===== config.mk =====
export PLATFORM = sky130hd
export DESIGN_NAME = nextpc_unit
export DESIGN_NICKNAME = d
export VERILOG_FILES = /design/src/rtl/nextpc_pkg.sv /design/src/rtl/nextpc_cmp.sv /design/src/rtl/nextpc_target.sv /design/src/rtl/nextpc_unit.sv
export SDC_FILE = /design/constraint.sdc
export NUM_CORES = 1
export LEC_CHECK = 0
export BUFFER_PORTS_ARGS = -buffer_cell sky130_fd_sc_hd__buf_2
export CAP_MARGIN = 20
export CORE_AREA = 2 2 131 133
export DETAILED_ROUTE_END_ITERATION = 8
export DIE_AREA = 0 0 133 135
export MAX_ROUTING_LAYER = met4
export PLACE_DENSITY = 0.84
export SETUP_SLACK_MARGIN = 0.05
export SKIP_CTS_REPAIR_TIMING = 1
export SYNTH_ARGS = -nofsm -noshare
export SYNTH_HDL_FRONTEND = slang
export SYNTH_SLANG_ARGS = --single-unit

===== constraint.sdc =====
create_clock -name clk -period 4.35 [get_ports clk]
set_input_delay 0.87 -clock clk [delete_from_list [all_inputs] [get_ports clk]]
set_output_delay 0.87 -clock clk [all_outputs]
set_load 0.01 [all_outputs]

===== src/rtl/nextpc_pkg.sv =====
package nextpc_pkg;
    localparam logic [3:0] OP_SEQ   = 4'd0;
    localparam logic [3:0] OP_BCOND = 4'd1;
    localparam logic [3:0] OP_BI    = 4'd2;
    localparam logic [3:0] OP_CALL  = 4'd3;
    localparam logic [3:0] OP_CALLI = 4'd4;
    localparam logic [3:0] OP_BREG  = 4'd5;
    localparam logic [3:0] OP_TRAPI = 4'd6;
    localparam logic [3:0] OP_DIVU  = 4'd7;

    localparam logic [2:0] C_NONE     = 3'd0;
    localparam logic [2:0] C_SYSCALL  = 3'd1;
    localparam logic [2:0] C_BREAK    = 3'd2;
    localparam logic [2:0] C_DIVZERO  = 3'd3;
    localparam logic [2:0] C_ILLEGAL  = 3'd4;
    localparam logic [2:0] C_MISALIGN = 3'd5;

    typedef enum logic {ST_RUN, ST_TRAP} fsm_e;
endpackage


===== src/rtl/nextpc_cmp.sv =====
module nextpc_cmp #(
    parameter int XLEN = 32
) (
    input  logic [2:0]      cond,
    input  logic [XLEN-1:0] a,
    input  logic [XLEN-1:0] b,
    output logic            taken,
    output logic            bad_cond
);
    logic eq, gts, gtu;

    assign eq  = (a == b);
    assign gts = ($signed(a) > $signed(b));
    assign gtu = (a > b);

    always_comb begin
        taken    = 1'b0;
        bad_cond = 1'b0;
        unique case (cond)
            3'd0:    taken = eq;
            3'd1:    taken = !eq;
            3'd2:    taken = gts;
            3'd3:    taken = gts || eq;
            3'd4:    taken = gtu;
            3'd5:    taken = gtu || eq;
            default: bad_cond = 1'b1;
        endcase
    end
endmodule


===== src/rtl/nextpc_target.sv =====
module nextpc_target #(
    parameter int XLEN  = 32,
    parameter int IMM_S = 16,
    parameter int IMM_L = 26
) (
    input  logic [XLEN-1:0]  pc,
    input  logic [IMM_S-1:0] imm_s,
    input  logic [IMM_L-1:0] imm_l,
    output logic [XLEN-1:0]  seq_tgt,
    output logic [XLEN-1:0]  near_tgt,
    output logic [XLEN-1:0]  far_tgt
);
    localparam int SW = IMM_S + 2;
    localparam int LW = IMM_L + 2;

    logic [XLEN-1:0] off_s, off_l;

    generate
        if (XLEN > LW) begin : g_ext
            assign off_s = {{(XLEN-SW){imm_s[IMM_S-1]}}, imm_s, 2'b00};
            assign off_l = {{(XLEN-LW){imm_l[IMM_L-1]}}, imm_l, 2'b00};
        end else begin : g_trunc
            logic [SW-1:0] ws;
            logic [LW-1:0] wl;
            assign ws    = {imm_s, 2'b00};
            assign wl    = {imm_l, 2'b00};
            assign off_s = ws[XLEN-1:0];
            assign off_l = wl[XLEN-1:0];
        end
    endgenerate

    assign seq_tgt  = pc + XLEN'(4);
    assign near_tgt = pc + off_s;
    assign far_tgt  = pc + off_l;
endmodule


===== src/rtl/nextpc_unit.sv =====
module nextpc_unit
    import nextpc_pkg::*;
#(
    parameter int          XLEN        = 32,
    parameter int          REG_W       = 5,
    parameter int          IMM_S       = 16,
    parameter int          IMM_L       = 26,
    parameter int          SEL_W       = 5,
    parameter logic [31:0] RESET_PC    = 32'h0000_0100,
    parameter int          EXC_RET_REG = 30,
    parameter int          BRK_RET_REG = 31,
    parameter int          SCALL_CODE  = 7,
    parameter int          BREAK_CODE  = 2
) (
    input  logic             clk,
    input  logic             rst_n,
    input  logic             issue,
    input  logic [3:0]       op,
    input  logic [2:0]       cond,
    input  logic [REG_W-1:0] rsel,
    input  logic [SEL_W-1:0] imm5,
    input  logic [IMM_S-1:0] imm16,
    input  logic [IMM_L-1:0] imm26,
    input  logic [XLEN-1:0]  ra_val,
    input  logic [XLEN-1:0]  rb_val,
    input  logic             div_zero,
    input  logic             resume,
    input  logic [XLEN-1:0]  resume_pc,
    output logic [XLEN-1:0]  pc_o,
    output logic [XLEN-1:0]  next_pc_o,
    output logic             link_we_o,
    output logic [XLEN-1:0]  link_data_o,
    output logic             div_commit_o,
    output logic             exc_ret_o,
    output logic             brk_ret_o,
    output logic             trap_o,
    output logic [2:0]       cause_o
);
    fsm_e            state_q, state_d;
    logic [XLEN-1:0] pc_q;
    logic [2:0]      cause_q, cause_d;

    logic            taken, bad_cond;
    logic [XLEN-1:0] seq_tgt, near_tgt, far_tgt;

    logic [XLEN-1:0] dec_tgt;
    logic [2:0]      dec_exc, exc;
    logic            dec_link, dec_div;
    logic            accept;

    nextpc_cmp #(.XLEN(XLEN)) u_cmp (
        .cond(cond), .a(ra_val), .b(rb_val),
        .taken(taken), .bad_cond(bad_cond)
    );

    nextpc_target #(.XLEN(XLEN), .IMM_S(IMM_S), .IMM_L(IMM_L)) u_tgt (
        .pc(pc_q), .imm_s(imm16), .imm_l(imm26),
        .seq_tgt(seq_tgt), .near_tgt(near_tgt), .far_tgt(far_tgt)
    );

    // Decode of the issued operation, independent of the state.
    always_comb begin
        dec_tgt  = seq_tgt;
        dec_exc  = C_NONE;
        dec_link = 1'b0;
        dec_div  = 1'b0;
        unique case (op)
            OP_SEQ:   dec_tgt = seq_tgt;
            OP_BCOND: begin
                if (bad_cond)   dec_exc = C_ILLEGAL;
                else if (taken) dec_tgt = near_tgt;
            end
            OP_BI:    dec_tgt = far_tgt;
            OP_CALL:  begin dec_tgt = ra_val;  dec_link = 1'b1; end
            OP_CALLI: begin dec_tgt = far_tgt; dec_link = 1'b1; end
            OP_BREG:  dec_tgt = ra_val;
            OP_TRAPI: begin
                if (imm5 == SEL_W'(SCALL_CODE))      dec_exc = C_SYSCALL;
                else if (imm5 == SEL_W'(BREAK_CODE)) dec_exc = C_BREAK;
                else                                 dec_exc = C_ILLEGAL;
            end
            OP_DIVU:  begin
                if (div_zero) dec_exc = C_DIVZERO;
                else          dec_div = 1'b1;
            end
            default:  dec_exc = C_ILLEGAL;
        endcase
    end

    assign exc    = (|pc_q[1:0]) ? C_MISALIGN : dec_exc;
    assign accept = (state_q == ST_RUN) && issue && (exc == C_NONE);

    // Next-state and output process.
    always_comb begin
        state_d      = state_q;
        cause_d      = cause_q;
        next_pc_o    = pc_q;
        link_we_o    = 1'b0;
        div_commit_o = 1'b0;
        exc_ret_o    = 1'b0;
        brk_ret_o    = 1'b0;
        unique case (state_q)
            ST_RUN: begin
                if (issue) begin
                    if (exc != C_NONE) begin
                        state_d = ST_TRAP;
                        cause_d = exc;
                    end else begin
                        next_pc_o    = dec_tgt;
                        link_we_o    = dec_link;
                        div_commit_o = dec_div;
                        exc_ret_o    = (op == OP_BREG) && (rsel == REG_W'(EXC_RET_REG));
                        brk_ret_o    = (op == OP_BREG) && (rsel == REG_W'(BRK_RET_REG));
                    end
                end
            end
            ST_TRAP: begin
                if (resume) begin
                    state_d   = ST_RUN;
                    cause_d   = C_NONE;
                    next_pc_o = resume_pc;
                end
            end
            default: state_d = ST_RUN;
        endcase
    end

    // State register.
    always_ff @(posedge clk) begin
        if (!rst_n) begin
            state_q <= ST_RUN;
            pc_q    <= RESET_PC[XLEN-1:0];
            cause_q <= C_NONE;
        end else begin
            state_q <= state_d;
            pc_q    <= next_pc_o;
            cause_q <= cause_d;
        end
    end

    assign link_data_o = seq_tgt;
    assign pc_o        = pc_q;
    assign trap_o      = (state_q == ST_TRAP);
    assign cause_o     = cause_q;

    logic unused_accept;
    assign unused_accept = accept;
endmodule


==> metrics.cfg, run 1 <==
[drt]
postRouteAntennaNets = 0
wire_per_inst_um = 21.65
vias = 11265
drc = 0
viasPerCell = 6.426
drtIter0Drc = 1629
first_pass_iters = 7
finalWirelength_um = 37960

[synthesis]
synthFlopType = dfxtp_1
synth_compound_area_share_pct = 32.12
synthMuxAreaShare_pct = 1.978
synth-xor-area-share_pct = 8.599
synth_cell_types = 79
synth_top_family_by_area = compound AO/OA/AOI/OAI gates
syn_nets = 1380
syn-cell-area_um2 = 7843
synthCells = 1127
synth_edf_count = 0
synth-simple-area-share_pct = 27.43
synth_area_per_cell_um2 = 6.959
ys_seq_area_share_pct = 9.190
yosysWarnings = 0
synth_seq_cells = 36
synth-adder-area-share_pct = 15.03
async_reset_ff_share_pct = 0

[timing]
tightest_slew_ns = 1.079
rsz0062_at_grt = yes
setup_viol = 27
fmax_ghz = 0.2193
slew-limit-headroom_pct = 27.96
setup_tns_ns = -2.727
setup_ws_ns = -0.2103
fin_crit_sh_pct = 104.8
final.setup_skew_ns = 0.003556
hold_viol_final = 0
timing.hold.ws_ns = 0.5185
fin_crit_ns = 4.560
slew_viol_final = 0

[power_and_ir_drop]
switching_share_pct = 46.30
intPower_mw = 1.265
p_leak_nw = 5.529
combPwrFrac_pct = 65.4
p_per_area_nw_per_um2 = 202.8
ir_worst_vdd_v = 0.0001933
p_switching_mw = 1.090
p_total_mw = 2.355
seq_power_share_pct = 17.4
clockPowerShare_pct = 17.2

[clock_network]
clkTransAtPathRegs_ns = 0.06
insertion_delay_ns = 0.30
cts.sinks = 36
cts-buffers-inserted = 5
cts_tree = done
htree_num_levels = 2
cts-root-buf = clkbuf_16
clockBufferDepth = 2

[placement]
io_buffers = 263
gp_congestion = 1.009
placed_area_um2 = 10570
dp_hpwl_um = 29510

[cells_and_area]
final_common_cell = buf_2
layout.nets = 1783
final_cell_mix = 245 x buf_2, 181 x buf_4, 100 x nor2_1
stdcell_area_um2 = 11620
syn_to_final_growth_pct = 48.12
layout.area.seq_um2 = 720.7
fillerInstances = 1353
multiInputGateArea_um2 = 7352
drive_above_1_share_pct = 38.15

[floorplan]
fp.coreArea_um2 = 16410
rows = 47
io_pins = 264
initial_utilization_pct = 47.80
die_h_um = 135
dieWidth_um = 133
die_area_um2 = 17960

[global_routing]
track_usage_pct = 39.64
grt_first_pass_wirelength_um = 53930
grt_pass1_vias = 10114
overflow = 0
antenna_found_initial = 2
grt_max_degree = 26

[setup_path]
arrival_ns = 3.69
path_max_fanout = 6
path_class = input port to primary output
cp-end-kind = primary output
crit_required_ns = 3.48
start_kind = input port

[hold_path]
hold_class = flop to flop

[job]
drv_cap = 0

[status]
failed_checks = negative setup slack
status = finished, violations left

-- synthesized netlist by cell type (all sizes together), types with 5 or more instances --
| cell | n | area, µm² |
|---|---|---|
| nand2 | 102 | 382.9 |
| nor2 | 102 | 382.9 |
| ha | 91 | 1139 |
| a21oi | 90 | 454.2 |
| o21ai | 65 | 329.1 |
| inv | 53 | 198.9 |
| xnor2 | 51 | 446.7 |
| nand3 | 48 | 240.2 |
| clkbuf | 43 | 161.4 |
| dfxtp | 36 | 720.7 |
| nor3 | 36 | 180.2 |
| a211oi | 29 | 217.7 |
| xor2 | 26 | 227.7 |
| nand4 | 24 | 156.4 |
| a31oi | 21 | 131.4 |
| a21o | 20 | 150.1 |
| a221oi | 20 | 175.2 |
| o211ai | 19 | 142.6 |
| and3 | 17 | 106.4 |
| buf | 14 | 83.82 |
| and2 | 12 | 75.07 |
| o21a | 12 | 90.09 |
| o21bai | 12 | 90.09 |
| a22oi | 11 | 82.58 |
| nand2b | 11 | 68.82 |
| nor2b | 11 | 68.82 |
| mux2 | 9 | 105.1 |
| or3 | 9 | 56.30 |
| nor3b | 8 | 60.06 |
| or4 | 8 | 67.56 |
| a211o | 7 | 61.31 |
| a221o | 7 | 70.07 |
| nor4 | 7 | 50.05 |
| o221ai | 7 | 61.31 |
| or2 | 7 | 43.80 |
| a2111oi | 6 | 71.32 |
| o31ai | 6 | 45.04 |
| and4 | 5 | 43.79 |
| mux2i | 5 | 50.05 |
| nand3b | 5 | 37.54 |
| nand4b | 5 | 43.79 |
-- per-stage QoR --
step | util (%) | worst slack, ns | instances
CTS | 65.34 | -0.3773 | 1741
global placement | 64.45 | -0.3140 | 1733
floorplan | - | 0.09849 | 1127
finish | 70.80 | -0.2103 | 1753
detailed placement | 64.45 | -0.3750 | 1733
global route | 70.80 | -0.2995 | 1753
-- power groups by stage --
stage / Sequential (mW) / Clock [mW] / Combinational [mW]
after floorplan: 0.408 / 0 / 0.758
after global placement: 0.414 / 0 / 1.32
after detailed placement: 0.414 / 0 / 1.34
after CTS: 0.407 / 0.389 / 1.35
after global routing: 0.409 / 0.411 / 1.64
final: 0.410 / 0.405 / 1.54
-- routing by layer --
metal | up-vias | share of wire, % | wire length [µm] | track usage [%]
li1 | 5069 | - | - | -
met1 | 5092 | 36 | 13540 | 47.44
met2 | 902 | 46 | 17350 | 64.91
met3 | 202 | 12 | 4701 | 6.269
met4 | 0 | 6.2 | 2372 | 19.83
met5 | - | 0 | 0 | -
-- worst paths after layout --
path | from | endpoint | slack (ns) | depth (start not counted)
max | ra_val[23] | next_pc_o[11] | -0.21 | 12
min | cause_o[1]$_SDFFE_PN0P_ | cause_o[1]$_SDFFE_PN0P_ | 0.52 | 2
max reg2reg | pc_o[4]$_SDFF_PN0_ | pc_o[31]$_SDFF_PN0_ | 1.13 | 11
min reg2reg | cause_o[1]$_SDFFE_PN0P_ | cause_o[1]$_SDFFE_PN0P_ | 0.52 | 2
-- state kept, by name (all words and copies together) (netlist names) --
signal and flops:
pc_o 32, cause_o 3, trap_o 1
-- layout make-up --
| class | count | area share [%] |
|---|---|---|
| repair buffers | 453 | 25.08 |
| inverters | 53 | 1.756 |
| clock buffers | 8 | 1.260 |
| multi-input cells | 981 | 63.29 |
| well taps | 220 | 2.370 |
| diodes | 2 | 0.04309 |
| flip-flops and latches | 36 | 6.204 |
-- critical path: stages --
cell and delay (ns):
buf_2 0.12, ha_1 0.29, nand4_1 0.21, or4_4 0.60
o211ai_1 0.19, and4_4 0.26, o21ai_4 0.08, o21a_4 0.17
mux2_4 0.32, a2111oi_4 0.33, nor2b_2 0.09, buf_2 0.16
-- cells by family (layout without fill, tap and decap cells) --
family / after synthesis / count (layout)
buffers and inverters: 110 / 514
flip-flops: 36 / 36
AO/OA/AOI/OAI: 371 / 371
multiplexers: 14 / 14
other: 0 / 2
XOR/XNOR: 77 / 77
adder cells (fa/ha/maj): 93 / 93
AND/OR/NAND/NOR: 426 / 426
No activity file was read; power rests on OpenSTA's default activity.
==> run 2, diff against run 1 <==
--- a/config.mk
+++ b/config.mk
@@ -5,11 +5,12 @@
 export SDC_FILE = /design/constraint.sdc
 export NUM_CORES = 1
 export LEC_CHECK = 0
+export ABC_AREA = 1
 export BUFFER_PORTS_ARGS = -buffer_cell sky130_fd_sc_hd__buf_2
 export CAP_MARGIN = 20
-export CORE_AREA = 2 2 131 133
+export CORE_AREA = 2 2 134 136
 export DETAILED_ROUTE_END_ITERATION = 8
-export DIE_AREA = 0 0 133 135
+export DIE_AREA = 0 0 136 138
 export MAX_ROUTING_LAYER = met4
 export PLACE_DENSITY = 0.84
 export SETUP_SLACK_MARGIN = 0.05
==> run 2 against run 1 <==
Compared with the run above: the run now ends clean; sequential share of layout area rose by 0.48 points; wire length fell by 6.6%; combinational power shrank 11%; synthesized cell count is 27% higher; critical endpoint is now next_pc_o[9].
==> metrics.cfg, run 2 <==
[synthesis]
syn_nets = 1687  ; was 1,380
synth_area_leaders = nand2_1 18%, ha_1 14%, a21oi_1 9.5%, dfxtp_1 8.7%, inv_1 7.7%  ; was ha_1 15%, dfxtp_1 9.2%, xnor2_1 5.7%, a21oi_1 5.7%, nand2_1 4.9%
yosys.cell_count.top_type = nand2_1
synth_seq_cells = 36  ; unchanged
synth_top_area_share_pct = 18.35  ; was 14.52%
ys_seq_area_share_pct = 8.698  ; was 9.190%
synth_top_cells_by_count = 405 x nand2_1, 170 x inv_1, 158 x a21oi_1, 106 x nand3_1, 103 x nor2_1  ; was 102 x nand2_1, 102 x nor2_1, 91 x ha_1, 89 x a21oi_1, 62 x o21ai_0
synthFlopType = dfxtp_1  ; unchanged
yosysTopAreaCell = nand2_1  ; was ha_1
async_reset_ff_share_pct = 0  ; unchanged
synthCells = 1434  ; was 1,127
synth_edf_count = 0  ; unchanged
syn-cell-area_um2 = 8285  ; was 7843 µm²
yosysWarnings = 0  ; unchanged
synth_area_per_cell_um2 = 5.778  ; was 6.959 µm²
synth_cell_types = 57  ; was 79

[placement]
gp_congestion = 1.010  ; was 1.009
placed_area_um2 = 10120  ; was 10,570 µm²
dp_hpwl_um = 28350  ; was 29,510 µm
pre_cts_slack_ns = -0.06053  ; was -0.3750 ns
io_buffers = 263  ; unchanged

[floorplan]
die_area_um2 = 18770  ; was 17,960 µm²
dieWidth_um = 136  ; was 133 µm
initial_utilization_pct = 47.25  ; was 47.80%
io_pins = 264  ; unchanged
rows = 49  ; was 47
fp.coreArea_um2 = 17530  ; was 16,410 µm²
die_h_um = 138  ; was 135 µm

[setup_path]
path_delay_family = simple AND/OR/NAND/NOR gates  ; unchanged
crit_required_ns = 3.48  ; about the same
worst-path-buf-inv = 4  ; was 2
arrival_ns = 3.41  ; was 3.69 ns
start_kind = input port  ; unchanged
rr_worst_depth = 17  ; was 11
crit_top_cell = nand2_2  ; was buf_2
path_max_fanout = 7  ; was 6
path_cells = buf_2, ha_1, nand2_2, nor2_4, nand4_1, nor2_4, nand2_2, nand2_2, nand2_2, nand2_2, nor2_4, nor2_8, buf_12, buf_4, nand3_1, nand3_1, nand3_1, nand2_1, nand2_1, nand2_1, nand2_1, buf_2  ; was buf_2, ha_1, nand4_1, or4_4, o211ai_1, and4_4, o21ai_4, o21a_4, mux2_4, a2111oi_4, nor2b_2, buf_2
path_class = input port to primary output  ; unchanged
critPathSlowestCell = ha_1  ; was or4_4
rr_startpoint = pc_o[2]$_SDFF_PN0_  ; was pc_o[4]$_SDFF_PN0_
cp-end-kind = primary output  ; unchanged
rrSetupSlack_ns = 1.31  ; was 1.13 ns
critPathMaxStageDelay_ns = 0.30  ; was 0.60 ns
regToRegEndpoint = pc_o[26]$_SDFF_PN0_  ; was pc_o[31]$_SDFF_PN0_

[timing]
tightest_slew_ns = 0.6779  ; was 1.079 ns
rsz0062_at_grt = yes  ; unchanged
slew_viol_final = 0  ; unchanged
slew-limit-headroom_pct = 53.63  ; was 27.96%
fin_crit_ns = 4.276  ; was 4.560 ns
fin_crit_sh_pct = 98.30  ; was 104.8%
hold_viol_final = 0  ; unchanged
setup_viol = 0  ; was 27
final.setup_skew_ns = 0.004196  ; was 0.003556 ns
fmax_ghz = 0.2339  ; was 0.2193 GHz
setup_ws_ns = 0.07388  ; was -0.2103 ns

[drt]
drtIter0Drc = 1211  ; was 1,629
vias = 11304  ; was 11,265
finalWirelength_um = 35450  ; was 37,960 µm
wire_per_inst_um = 17.98  ; was 21.65 µm
drc = 0  ; unchanged
viasPerCell = 5.735  ; was 6.426
first_pass_iters = 6  ; was 7
postRouteAntennaNets = 0  ; unchanged

[clock_network]
cts-buffers-inserted = 5  ; unchanged
cts-root-buf = clkbuf_16  ; unchanged
insertion_delay_ns = 0.29  ; was 0.30 ns
htree_num_levels = 2  ; unchanged
cts.sinks = 36  ; unchanged
clockBufferDepth = 2  ; unchanged
cts_tree = done  ; unchanged
clkTransAtPathRegs_ns = 0.06  ; about the same

[cells_and_area]
layout.nets = 1994  ; was 1,783
drive_above_1_share_pct = 26.06  ; was 38.15%
post-route-util_pct = 61.64  ; was 70.80%
syn_to_final_growth_pct = 30.44  ; was 48.12%
fillerInstances = 1705  ; was 1,353
antenna_cells = 0  ; was 2
largest_reg_flops = 32  ; unchanged
final_common_cell = nand2_1  ; was buf_2
stdcell_area_um2 = 10810  ; was 11,620 µm²
final_cell_mix = 393 x nand2_1, 263 x buf_2, 168 x inv_1  ; was 245 x buf_2, 181 x buf_4, 100 x nor2_1

[global_routing]
grt_pass1_vias = 10217  ; was 10,114
grt_first_pass_wirelength_um = 51850  ; was 53,930 µm
grt_max_degree = 40  ; was 26
track_usage_pct = 35.86  ; was 39.64%
overflow = 0  ; unchanged
antenna_found_initial = 0  ; was 2

[power_and_ir_drop]
p_leak_nw = 5.898  ; was 5.529 nW
p_total_mw = 2.239  ; was 2.355 mW
ir_worst_vdd_v = 0.0001344  ; was 0.0001933 V
p_per_area_nw_per_um2 = 207.2  ; was 202.8 nW/µm²

[job]
drv_cap = 0  ; unchanged

[hold_path]
hold_class = flop to flop  ; unchanged
min_from = cause_o[0]$_SDFFE_PN0P_  ; was cause_o[1]$_SDFFE_PN0P_
whs_path_depth = 2  ; unchanged
holdPathEnd = cause_o[0]$_SDFFE_PN0P_  ; was cause_o[1]$_SDFFE_PN0P_

[status]
status = completed  ; was finished, violations left

## run 2: cell types whose count changed after synthesis, moves of 19 or more
cell,change
nand3_1,+58
clkbuf_1,-29
a21oi_1,+69
a31oi_1,-19
xnor2_1,-34
nand2_1,+303
inv_1,+117
a22oi_1,+19
a211oi_1,-24
## run 2: cells by family after synthesis
group | Yosys count | synth area share (%)
multiplexers | 1 | 0.1208
AND/OR/NAND/NOR | 718 | 38.40
buffers and inverters | 216 | 10.53
XOR/XNOR | 50 | 5.285
flip-flops | 36 | 8.698
adder cells (fa/ha/maj) | 93 | 14.23
AO/OA/AOI/OAI | 320 | 22.74
## run 2: routing by layer
layer / share of wire [%] / track usage [%] / vias to the layer above
li1: - / - / 5466
met2: 45 / 57.45 / 653
met4: 3.9 / 12.83 / 0
met1: 41 / 45.87 / 5084
met3: 10 / 4.950 / 101
met5: 0 / - / -
## run 2: worst max path at each step
stage | start | endpoint | slack, ns | cells past startpoint
finish | ra_val[20] | next_pc_o[9] | 0.07 | 22
floorplan | imm16[0] | next_pc_o[18] | 0.56 | 16
CTS | ra_val[31] | next_pc_o[8] | -0.06 | 21
detailed placement | ra_val[31] | next_pc_o[8] | -0.06 | 21
global placement | ra_val[31] | next_pc_o[8] | 0.03 | 21
global route | ra_val[20] | next_pc_o[17] | -0.04 | 21
## run 2: worst register-to-register path: stages (launching register included)
cell	delay, ns
dfxtp_1	0.43
buf_4	0.20
ha_1	0.21
nand4_1	0.13
nor2_1	0.23
nand3_2	0.17
nor4_2	0.35
nand3_1	0.22
nor2_1	0.18
xor2_1	0.22
inv_1	0.09
nand2_1	0.07
nand3b_1	0.07
nand2_1	0.06
nand2_1	0.05
nand2_1	0.07
buf_4	0.11
a21oi_1	0.05
## run 2: layout make-up
class	instances	area [µm²]	share of cell area (%)
Clock buffer	5	125.1	1.158
Multi-Input combinational cell	1186	7029	65.04
Tap cell	229	286.5	2.651
Sequential cell	36	721.9	6.680
Clock inverter	3	42.54	0.3936
Timing Repair Buffer	333	1928	17.84
Inverter	179	674.4	6.240
## run 2: through the flow
step | cells | setup TNS (ns) | hold WS (ns)
floorplan | 1434 | 0 | 0.4831
global placement | 1944 | 0 | 0.4588
detailed placement | 1944 | -0.07357 | 0.4666
CTS | 1952 | -0.08613 | 0.4751
global route | 1971 | -0.3572 | 0.4951
finish | 1971 | 0 | 0.4723
## run 2: power by group
| group | internal (mW) | switching [mW] |
|---|---|---|
| sequential | 0.355 | 0.0720 |
| combinational | 0.526 | 0.845 |
| clock | 0.270 | 0.171 |
| total | 1.15 | 1.09 |
